## src/rtl/irq_seq_pkg.sv

```systemverilog
package irq_seq_pkg;

  typedef enum logic [1:0] {
    SRC_NONE = 2'd0,
    SRC_EXC  = 2'd1,
    SRC_NMI  = 2'd2,
    SRC_INT  = 2'd3
  } src_e;

  localparam logic [1:0] CLS_FAULT = 2'd0;
  localparam logic [1:0] CLS_TRAP  = 2'd1;
  localparam logic [1:0] CLS_ABORT = 2'd2;

  localparam logic [7:0] NMI_VECTOR = 8'd2;

  typedef enum logic [3:0] {
    ST_IDLE   = 4'd0,
    ST_PSH_F  = 4'd1,
    ST_PSH_CS = 4'd2,
    ST_PSH_PC = 4'd3,
    ST_ACK1   = 4'd4,
    ST_ACK2   = 4'd5,
    ST_RD0    = 4'd6,
    ST_RD1    = 4'd7,
    ST_WLAST  = 4'd8,
    ST_FIN    = 4'd9,
    ST_POP_PC = 4'd10,
    ST_POP_CS = 4'd11,
    ST_POP_F  = 4'd12,
    ST_RWAIT  = 4'd13,
    ST_RFIN   = 4'd14
  } seq_st_e;

endpackage

```

## src/rtl/irq_rst_sync.sv

```systemverilog
module irq_rst_sync (
  input  logic clk,
  input  logic rst_n,
  output logic rst_sync_n
);
  logic [1:0] sync_q;

  always_ff @(posedge clk or negedge rst_n) begin
    if (!rst_n) sync_q <= 2'b00;
    else        sync_q <= {sync_q[0], 1'b1};
  end

  assign rst_sync_n = sync_q[1];
endmodule

```

## src/rtl/irq_src_arb.sv

```systemverilog
module irq_src_arb
  import irq_seq_pkg::*;
(
  input  logic boundary,
  input  logic exc_req,
  input  logic nmi_live,
  input  logic nmi_block,
  input  logic intr_req,
  input  logic int_en,
  output src_e grant
);
  always_comb begin
    grant = SRC_NONE;
    if (boundary) begin
      if (exc_req)                      grant = SRC_EXC;
      else if (nmi_live && !nmi_block)  grant = SRC_NMI;
      else if (intr_req && int_en)      grant = SRC_INT;
    end
  end
endmodule

```

## src/rtl/irq_ret_sel.sv

```systemverilog
module irq_ret_sel
  import irq_seq_pkg::*;
#(
  parameter int DW = 32
) (
  input  src_e          src,
  input  logic [1:0]    cls,
  input  logic [DW-1:0] cur_pc,
  input  logic [DW-1:0] next_pc,
  output logic [DW-1:0] ret_pc,
  output logic          is_abort
);
  logic restart_here;

  always_comb begin
    restart_here = 1'b0;
    is_abort     = 1'b0;
    if (src == SRC_EXC) begin
      restart_here = (cls != CLS_TRAP);
      is_abort     = (cls == CLS_ABORT);
    end
    ret_pc = restart_here ? cur_pc : next_pc;
  end
endmodule

```

## src/rtl/irq_tbl_addr.sv

```systemverilog
module irq_tbl_addr #(
  parameter int          DW       = 32,
  parameter int unsigned TBL_BASE = 0
) (
  input  logic [7:0]    vec,
  input  logic          prot,
  input  logic          second,
  output logic [DW-1:0] addr
);
  localparam int SH_COMPACT  = 2;
  localparam int SH_EXTENDED = 3;
  localparam logic [DW-1:0] BASE     = DW'(TBL_BASE);
  localparam logic [DW-1:0] WORD_OFS = DW'(4);

  logic [DW-1:0] vec_ext;
  logic [DW-1:0] entry_ofs;

  assign vec_ext   = DW'(vec);
  assign entry_ofs = prot ? (vec_ext << SH_EXTENDED) : (vec_ext << SH_COMPACT);
  assign addr      = BASE + entry_ofs + (second ? WORD_OFS : '0);
endmodule

```

## src/rtl/irq_entry_seq.sv

```systemverilog
module irq_entry_seq
  import irq_seq_pkg::*;
#(
  parameter int          DW       = 32,
  parameter int          SEG_W    = 16,
  parameter int          FLG_W    = 16,
  parameter int          IE_POS   = 9,
  parameter int unsigned TBL_BASE = 0
) (
  input  logic             clk,
  input  logic             rst_n,
  input  logic             boundary,
  input  logic             exc_req,
  input  logic [7:0]       exc_vec,
  input  logic [1:0]       exc_cls,
  input  logic             nmi_req,
  input  logic             intr_req,
  input  logic             iret_req,
  input  logic             mode_prot,
  input  logic [DW-1:0]    cur_pc,
  input  logic [DW-1:0]    next_pc,
  input  logic [SEG_W-1:0] cur_cs,
  input  logic [FLG_W-1:0] flags_in,
  output logic             iack,
  input  logic [7:0]       iack_vec,
  output logic             stk_push,
  output logic [DW-1:0]    stk_wdata,
  output logic             stk_pop,
  input  logic [DW-1:0]    stk_rdata,
  output logic             mem_rd,
  output logic [DW-1:0]    mem_addr,
  input  logic [DW-1:0]    mem_rdata,
  output logic             busy,
  output logic             redirect,
  output logic             resume,
  output logic             nonrestart,
  output logic [SEG_W-1:0] tgt_cs,
  output logic [DW-1:0]    tgt_ip,
  output logic [FLG_W-1:0] flags_wdata,
  output logic [7:0]       vec_out
);
  localparam int HW = DW / 2;
  localparam logic [FLG_W-1:0] IE_MASK = FLG_W'(1) << IE_POS;

  logic rst_int_n;

  seq_st_e          st_q, st_n;
  src_e             src_q, src_n, grant;
  logic [7:0]       vec_q, vec_n;
  logic             abort_q, abort_n;
  logic             prot_q, prot_n;
  logic [DW-1:0]    ret_q, ret_n;
  logic [SEG_W-1:0] cs_q, cs_n;
  logic [FLG_W-1:0] flg_q, flg_n;
  logic [DW-1:0]    w0_q, w0_n;
  logic [DW-1:0]    tip_q, tip_n;
  logic [SEG_W-1:0] tcs_q, tcs_n;
  logic             nmi_pend_q, nmi_pend_n;
  logic             nmi_blk_q, nmi_blk_n;

  logic             idle;
  logic             nmi_live;
  logic [DW-1:0]    sel_ret;
  logic             sel_abort;

  irq_rst_sync u_rst (
    .clk        (clk),
    .rst_n      (rst_n),
    .rst_sync_n (rst_int_n)
  );

  assign idle     = (st_q == ST_IDLE);
  assign nmi_live = nmi_pend_q | nmi_req;

  irq_src_arb u_arb (
    .boundary  (boundary && idle && !iret_req),
    .exc_req   (exc_req),
    .nmi_live  (nmi_live),
    .nmi_block (nmi_blk_q),
    .intr_req  (intr_req),
    .int_en    (flags_in[IE_POS]),
    .grant     (grant)
  );

  irq_ret_sel #(.DW(DW)) u_ret (
    .src      (grant),
    .cls      (exc_cls),
    .cur_pc   (cur_pc),
    .next_pc  (next_pc),
    .ret_pc   (sel_ret),
    .is_abort (sel_abort)
  );

  irq_tbl_addr #(.DW(DW), .TBL_BASE(TBL_BASE)) u_tbl (
    .vec    (vec_q),
    .prot   (prot_q),
    .second (st_q == ST_RD1),
    .addr   (mem_addr)
  );

  // next-state process
  always_comb begin
    st_n       = st_q;
    src_n      = src_q;
    vec_n      = vec_q;
    abort_n    = abort_q;
    prot_n     = prot_q;
    ret_n      = ret_q;
    cs_n       = cs_q;
    flg_n      = flg_q;
    w0_n       = w0_q;
    tip_n      = tip_q;
    tcs_n      = tcs_q;
    nmi_pend_n = nmi_live && !(grant == SRC_NMI);
    nmi_blk_n  = nmi_blk_q;

    unique case (st_q)
      ST_IDLE: begin
        if (iret_req) begin
          st_n = ST_POP_PC;
        end else if (grant != SRC_NONE) begin
          st_n    = ST_PSH_F;
          src_n   = grant;
          abort_n = sel_abort;
          prot_n  = mode_prot;
          ret_n   = sel_ret;
          cs_n    = cur_cs;
          flg_n   = flags_in;
          unique case (grant)
            SRC_EXC: vec_n = exc_vec;
            SRC_NMI: vec_n = NMI_VECTOR;
            default: vec_n = 8'd0;
          endcase
          if (grant == SRC_NMI) nmi_blk_n = 1'b1;
        end
      end
      ST_PSH_F:  st_n = ST_PSH_CS;
      ST_PSH_CS: st_n = ST_PSH_PC;
      ST_PSH_PC: st_n = (src_q == SRC_INT) ? ST_ACK1 : ST_RD0;
      ST_ACK1:   st_n = ST_ACK2;
      ST_ACK2: begin
        st_n  = ST_RD0;
        vec_n = iack_vec;
      end
      ST_RD0:    st_n = prot_q ? ST_RD1 : ST_WLAST;
      ST_RD1: begin
        st_n = ST_WLAST;
        w0_n = mem_rdata;
      end
      ST_WLAST: begin
        st_n = ST_FIN;
        if (prot_q) begin
          tip_n = {mem_rdata[DW-1:HW], w0_q[HW-1:0]};
          tcs_n = w0_q[HW +: SEG_W];
        end else begin
          tip_n = DW'(mem_rdata[HW-1:0]);
          tcs_n = mem_rdata[HW +: SEG_W];
        end
      end
      ST_FIN:    st_n = ST_IDLE;
      ST_POP_PC: st_n = ST_POP_CS;
      ST_POP_CS: begin
        st_n  = ST_POP_F;
        tip_n = stk_rdata;
      end
      ST_POP_F: begin
        st_n  = ST_RWAIT;
        tcs_n = stk_rdata[SEG_W-1:0];
      end
      ST_RWAIT: begin
        st_n  = ST_RFIN;
        flg_n = stk_rdata[FLG_W-1:0];
      end
      ST_RFIN: begin
        st_n      = ST_IDLE;
        nmi_blk_n = 1'b0;
      end
      default:   st_n = ST_IDLE;
    endcase
  end

  // register process
  always_ff @(posedge clk or negedge rst_int_n) begin
    if (!rst_int_n) begin
      st_q       <= ST_IDLE;
      src_q      <= SRC_NONE;
      vec_q      <= 8'd0;
      abort_q    <= 1'b0;
      prot_q     <= 1'b0;
      ret_q      <= '0;
      cs_q       <= '0;
      flg_q      <= '0;
      w0_q       <= '0;
      tip_q      <= '0;
      tcs_q      <= '0;
      nmi_pend_q <= 1'b0;
      nmi_blk_q  <= 1'b0;
    end else begin
      st_q       <= st_n;
      src_q      <= src_n;
      vec_q      <= vec_n;
      abort_q    <= abort_n;
      prot_q     <= prot_n;
      ret_q      <= ret_n;
      cs_q       <= cs_n;
      flg_q      <= flg_n;
      w0_q       <= w0_n;
      tip_q      <= tip_n;
      tcs_q      <= tcs_n;
      nmi_pend_q <= nmi_pend_n;
      nmi_blk_q  <= nmi_blk_n;
    end
  end

  // outputs, all decoded from registered state
  always_comb begin
    stk_push = 1'b0;
    stk_wdata = '0;
    unique case (st_q)
      ST_PSH_F: begin
        stk_push  = 1'b1;
        stk_wdata = DW'(flg_q);
      end
      ST_PSH_CS: begin
        stk_push  = 1'b1;
        stk_wdata = DW'(cs_q);
      end
      ST_PSH_PC: begin
        stk_push  = 1'b1;
        stk_wdata = ret_q;
      end
      default: ;
    endcase
  end

  assign stk_pop     = (st_q == ST_POP_PC) || (st_q == ST_POP_CS) || (st_q == ST_POP_F);
  assign iack        = (st_q == ST_ACK1) || (st_q == ST_ACK2);
  assign mem_rd      = (st_q == ST_RD0) || (st_q == ST_RD1);
  assign busy        = !idle;
  assign redirect    = (st_q == ST_FIN) || (st_q == ST_RFIN);
  assign resume      = (st_q == ST_RFIN);
  assign nonrestart  = (st_q == ST_FIN) && abort_q;
  assign tgt_cs      = tcs_q;
  assign tgt_ip      = tip_q;
  assign flags_wdata = (st_q == ST_RFIN) ? flg_q : (flg_q & ~IE_MASK);
  assign vec_out     = vec_q;

endmodule

```

## config.mk

```make
export PLATFORM = sky130hd
export DESIGN_NAME = irq_entry_seq
export DESIGN_NICKNAME = d
export VERILOG_FILES = /design/src/rtl/irq_seq_pkg.sv /design/src/rtl/irq_rst_sync.sv /design/src/rtl/irq_src_arb.sv /design/src/rtl/irq_ret_sel.sv /design/src/rtl/irq_tbl_addr.sv /design/src/rtl/irq_entry_seq.sv
export SDC_FILE = /design/constraint.sdc
export NUM_CORES = 1
export LEC_CHECK = 0
export ABC_AREA = 1
export ABC_CLOCK_PERIOD_IN_PS = 13600
export BUFFER_PORTS_ARGS = -buffer_cell sky130_fd_sc_hd__buf_2
export CORE_MARGIN = 2
export CORE_UTILIZATION = 30
export CTS_BUF_LIST = sky130_fd_sc_hd__clkbuf_4 sky130_fd_sc_hd__clkbuf_8 sky130_fd_sc_hd__clkbuf_16
export DETAILED_ROUTE_END_ITERATION = 16
export SLEW_MARGIN = 20
export SYNTH_ARGS = -nofsm -noshare
export SYNTH_HDL_FRONTEND = slang
export SYNTH_SLANG_ARGS = --single-unit
```

## constraint.sdc

```tcl
create_clock -name clk -period 13.6 [get_ports clk]
set_clock_uncertainty 0.05 [all_clocks]
set_input_delay 0.68 -clock clk [delete_from_list [all_inputs] [get_ports clk]]
set_output_delay 0.68 -clock clk [all_outputs]
set_load 0.01 [all_outputs]
```

* Yosys cells after proc, flatten, opt, wreduce, memory -nomap -nowiden
Index checks and enable logic that the tools add are counted.
Storage, ports and cells: register bits 164, word-level logic and storage cells 99
Cells by class: add/subtract/negate cells 1, equal/unequal tests 23, mux-type cells 32, bitwise operators 2, reduce and logical (&&, ||, !) cells 27
Operators with widths (number):
- $pmux 32 s3 | 1
- $mux 32 | 2
- $pmux 16 s2 | 2
- $pmux 32 s2 | 1
- $pmux 4 s13 | 1
- $mux 16 | 3
- $pmux 8 s2 | 2
- $eq 4x4->1 const B | 7
- $eq 4x3->1 const B | 4
- $mux 8 | 2
- $add 11x3->12 | 1
- $mux 4 | 3
- $reduce_bool 2->1 | 6
- $mux 11 | 1
- $mux 10 | 1
- $mux 2 | 5
- $reduce_and 3->1 | 3
- $eq 4x2->1 const B | 2
- $eq 2x2->1 const B | 3
- $logic_and 1x1->1 | 6
- $mux 1 | 6
- $ne 2x1->1 const B | 3
- $logic_or 1x1->1 | 5
- $eq 4x1->1 const B | 1
- other kinds (11) | 14

* Longest topological paths before layout
word-level depth 10, mapped depth 14, mapped depth without buffers 12

* By module
Synthesis repeated with hierarchy kept, for this count alone.
Second synthesis, totals: cells, all modules 1392, area, all modules 9598.0 um2
By module, submodules not included:
- irq_entry_seq | times used 1, cells an instance 1176, area each 8445.6 um2, sequential area each 4053.9 um2
- irq_tbl_addr | times used 1, cells an instance 91, area each 529.3 um2, sequential area each 0.0 um2
- irq_ret_sel | times used 1, cells an instance 112, area each 520.5 um2, sequential area each 0.0 um2
- irq_rst_sync | times used 1, cells an instance 3, area each 53.8 um2, sequential area each 50.0 um2
- irq_src_arb | times used 1, cells an instance 10, area each 48.8 um2, sequential area each 0.0 um2

* Worst setup path before layout
Ideal clock, no wire load.
path kind register to output, start point reg st_q[3], end point out mem_addr[6], data arrival time 2.050 ns, required time 12.870 ns, slack 10.820 ns, cell stages (with the launch flop) 13, buffers on the path 2, cells stage by stage dfrtp_1 -> buf_4 -> inv_2 -> nand2_1 -> inv_1 -> nand2_1 -> inv_2 -> buf_2 -> ha_1 -> ha_1 -> inv_1 -> nor2_1 -> xor2_1
On the way: word-level cells in the longest chain between the ends 3
Ends and longest elaborated chain:
- from (decl) | line irq_entry_seq.sv:47 | seq_st_e st_q, st_n;
- from (signal assigned) | line irq_entry_seq.sv:199 | st_q <= st_n;
- $eq 4x3->1 | line irq_entry_seq.sv:97 | .second (st_q == ST_RD1),
- $mux 3 | line irq_tbl_addr.sv:20 | assign addr = BASE + entry_ofs + (second ? WORD_OFS : '0);
- $add 11x3->12 | line irq_tbl_addr.sv:20
- to (decl) | line irq_entry_seq.sv:31 | output logic [DW-1:0] mem_addr,
Every way passes these cells.

* Worst setup path in the final report
start point reg st_q[2], end point out mem_addr[10]
Same word-level chain as after synthesis.

==> impl_summary.md <==
Outcome
The run finished with clean final reports.

STA
The number of max-slew violations in the final report is 0. The final-report setup violation count is 0. Derived from the worst setup path, the maximum achievable clock frequency is 245.3 MHz. The normalized max-slew margin is 27.82%. Setup repair after global routing left no endpoint under its margin. The post-route worst setup slack is 9.523 ns. In the final timing run, aggregate negative setup slack is 0 ns. The actual slew at the worst max-slew pin is 1.080 ns. The final critical path takes up 29.97% of the cycle.

The number of endpoints with negative hold slack in the final report was 0. For the finished layout, the period the worst path requires is 4.077 ns.

Synthesis
The mux contribution to synthesized area is 0%. The synthesized netlist occupies a cell area of 0.008964 sq mm. Synthesis produced a netlist whose cell count is 1220. The synthesized netlist devotes 16.92% of its cell area to compound gates.

The synthesized netlist devotes 0.2931% of its cell area to XOR and XNOR gates. The synthesized netlist devotes 23.90% of its cell area to simple gates. The synthesized netlist contains 24 unique library cells.

The portion of the post-synthesis area used by sequential elements is 45.78%. The average cell area after synthesis is 7.347 sq um. The adder-cell area share of the yosys netlist is 0.6979%.

The flip-flop and latch count after synthesis is 164. The main combinational cell family by area after synthesis is simple AND/OR/NAND/NOR gates. For this run, the number of Yosys warnings is 0.

Pwr
Summed over all cells, the static leakage comes to 6.221 nW. Across the VDD grid, the largest voltage drop is 0.08275 mV. The total power density per cell area is 210.8 mW/mm^2.

Placement
In this run the tool buffered the top-level ports with 307 buffer cells. The congestion estimate from routability-driven global placement came to 0.8717. Once detailed placement completed, the half-perimeter wirelength came to 22810 um.

OpenSTA, run right after detailed placement, puts the worst setup slack at 9.618 ns.

Final layout
The fraction of layout instances using a drive strength above 1 is 24.87%. Registers take 0.004109 sq mm. Cells fill 37.83% of the core in the end. In the final layout, the multi-input gates occupy 0.003842 sq mm. The number of fill cells is 3185. The final layout contains 1662 nets. The synthesis-to-layout area growth is 24.76%.

CTS
The clock input transition at the sequential cells of the worst setup and hold paths is 0.08 ns. Once the clock tree was built, the setup fixing pass inserted 0 buffers. TritonCTS built the clock tree.

The clock net in this run drives a total of 164 sinks. The H-tree depth reported by CTS is 4. CTS placed an instance of sky130_fd_sc_hd__clkbuf_16 at the clock tree root. The deepest clock path buffer count is 2. At the later pin of the worst-skew pair, clock insertion delay measures 0.43 ns. The number of buffers created by CTS is 17.

Critical path
The cell repeated most along the worst path is sky130_fd_sc_hd__nand2_1. The data arrival time of the critical path is 3.35 ns. The number of gates on the worst path with buffers counted is 13.

The required time of the worst setup path is 12.87 ns. The highest cell delay on the worst timing path is 0.79 ns. On the critical path, the stage with the largest delay is an instance of sky130_fd_sc_hd__dfrtp_1. The kind of cell with the highest combined delay on the critical path is buffers and inverters. Along the worst path, the maximum fanout reaches 50. The number of buffers and inverters on the critical path is 5. Counting cells, the worst reg-to-reg path comes to 13. The endpoint kind of the worst setup timing path is an output pin. The type of the setup path with the least slack is flip-flop to output pin. The worst setup path is launched from a flip-flop. Traced cell by cell, the critical path runs through nand2_1 -> inv_1 -> nand2_1 -> buf_4 -> inv_2 -> ha_1 -> ha_1 -> inv_1 -> nor2_1 -> nand2_1 -> nand2_1 -> nand2_1 -> buf_2.

Global routing
The overflow left after global routing is 0. Global routing used 19.06% of the available tracks across all layers. The via count of the first global-routing pass is 8189. The number of antenna violations at the first check in global routing is 9. Entering global routing, the biggest net connects 89 pins.

The first global-routing pass estimated 45640 um of wire.

Route
The detailed-routed wire length on met2 is 14010 um. The highest routing layer actually used is met5. The final routed wirelength across all metal layers is 30440 um. The met1 routed wirelength after detailed routing is 13300 um. The starting DRC count in detailed routing is 482.

The post-route antenna net violation count is 0. The routed via count divided by cell count is 4.607. The via count is 8662. The routed length on met3 is 2428 um. The first-pass iteration count of the detailed router is 4. The per-cell routed wire length is 16.19 um. After detailed routing, the number of remaining DRC violations is 0.

Worst hold path
Along the worst hold path, the cell count comes to 0. The worst min-delay path class is flip-flop to flip-flop.

Floorplan
The width of the die is 176.9 um. The core region is 0.02956 sq mm. The standard-cell row count is 63. The die footprint is 0.03128 sq mm. The die is 176.9 um tall. The total I/O pin count is 330. The effective utilization at floorplan is 30.32%.

Flow run
Max-cap violations in this run came to 0.
## metrics by stage
stage,instances,total power [mW],hold slack (ns),cell area (sq um)
global route,1880,2.549,0.3112,11180
CTS,1874,2.385,0.3064,11170
floorplan,1241,1.501,0.2812,9042
detailed placement,1841,1.855,0.2889,10540
global placement,1841,1.837,0.2860,10540
finish,1880,2.358,0.3031,11180
## cells by family after synthesis
kind of cell	Yosys count
AO/OA/AOI/OAI	264
other	2
adder cells (fa/ha/maj)	5
buffers and inverters	239
AND/OR/NAND/NOR	543
flip-flops	164
XOR/XNOR	3
## routing by layer
metal	vias to the layer above	GRT usage [%]
met4	6	5.854
met2	307	31.41
li1	4352	-
met3	35	6.078
met5	-	0
met1	3962	23.78
## worst reg2reg max path, cell delays in order (launching register included)
cell	delay, ns
sky130_fd_sc_hd__dfrtp_1	0.49
sky130_fd_sc_hd__nor2_4	0.54
sky130_fd_sc_hd__nand3_1	0.24
sky130_fd_sc_hd__nor2_1	0.25
sky130_fd_sc_hd__nand2_1	0.14
sky130_fd_sc_hd__ha_1	0.22
sky130_fd_sc_hd__inv_1	0.07
sky130_fd_sc_hd__nand2_1	0.10
sky130_fd_sc_hd__nor2_4	0.11
sky130_fd_sc_hd__buf_4	0.61
sky130_fd_sc_hd__inv_2	0.51
sky130_fd_sc_hd__nand2_2	0.38
sky130_fd_sc_hd__nand2_1	0.11
sky130_fd_sc_hd__nand2_1	0.08
## cell usage in the layout (no fill, tap or decap), types with 17 or more instances in the layout
cell type and instances:
sky130_fd_sc_hd__o211ai_1 77, sky130_fd_sc_hd__o21ai_0 131, sky130_fd_sc_hd__nand3_1 36, sky130_fd_sc_hd__a21oi_1 52
sky130_fd_sc_hd__dfrtp_1 162, sky130_fd_sc_hd__inv_1 124, sky130_fd_sc_hd__conb_1 23, sky130_fd_sc_hd__nor2_1 44
sky130_fd_sc_hd__clkbuf_16 17, sky130_fd_sc_hd__nand2_1 442, sky130_fd_sc_hd__buf_2 307
## report_power, final
group          leakage, nW  total [mW]  internal (mW)  switching, mW
sequential            1.93       0.868          0.716          0.152
clock                0.304       0.518          0.298          0.220
combinational         3.99       0.972          0.341          0.631
## synth_stat cells (all sizes together)
library cell / number / area, sq um
a21oi: 52 / 260.3
buf: 77 / 496.7
clkbuf: 28 / 105.1
clkinv: 2 / 7.510
conb: 2 / 7.510
dfrtp: 164 / 4104
ha: 5 / 62.56
inv: 132 / 495.5
nand2: 448 / 1692
nand3: 36 / 180.2
nand3b: 1 / 7.510
nand4: 9 / 56.30
nor2: 49 / 206.5
o211ai: 77 / 578.1
o21ai: 134 / 670.6
o21bai: 1 / 7.510
xor2: 3 / 26.28
## state kept, by name (all words and copies together), names as in the netlist
name and count:
src_q 2, u_rst.sync_q 2, nmi_blk_q 1, w0_q 32, ret_q 32, prot_q 1, flg_q 16, tgt_ip 32
st_q 4, vec_out 8, tgt_cs 16, cs_q 16, nmi_pend_q 1, abort_q 1
## final cells by class
cell class,count,share of cell area (%)
flip-flops and latches,164,36.74
multi-input cells,838,34.36
repair buffers,316,14.37
inverters,134,4.498
well taps,390,4.363
clock buffers,18,3.871
clock inverters,14,1.667
diodes,6,0.1343
## repair_timing
item                      in CTS  in global routing
resized for setup              0                  0
hold buffers                   1                  0
hold endpoints to repair       2                  0
## path summary, 6_finish.rpt
check | slack, ns | endpoint | from
max reg2reg | 9.63 | flg_q[8]$_DFFE_PN0P_ | st_q[1]$_DFFE_PN0P_
min | 0.30 | u_rst.sync_q[1]$_DFF_PN0_ | u_rst.sync_q[0]$_DFF_PN0_
max in group asynchronous | 11.28 | flg_q[6]$_DFFE_PN0P_ | u_rst.sync_q[1]$_DFF_PN0_
min in group asynchronous | 0.39 | tgt_ip[23]$_DFFE_PN0P_ | u_rst.sync_q[1]$_DFF_PN0_
max | 9.52 | mem_addr[10] | st_q[2]$_DFFE_PN0P_
min reg2reg | 0.30 | u_rst.sync_q[1]$_DFF_PN0_ | u_rst.sync_q[0]$_DFF_PN0_
Power figures use the tool's default switching activity.
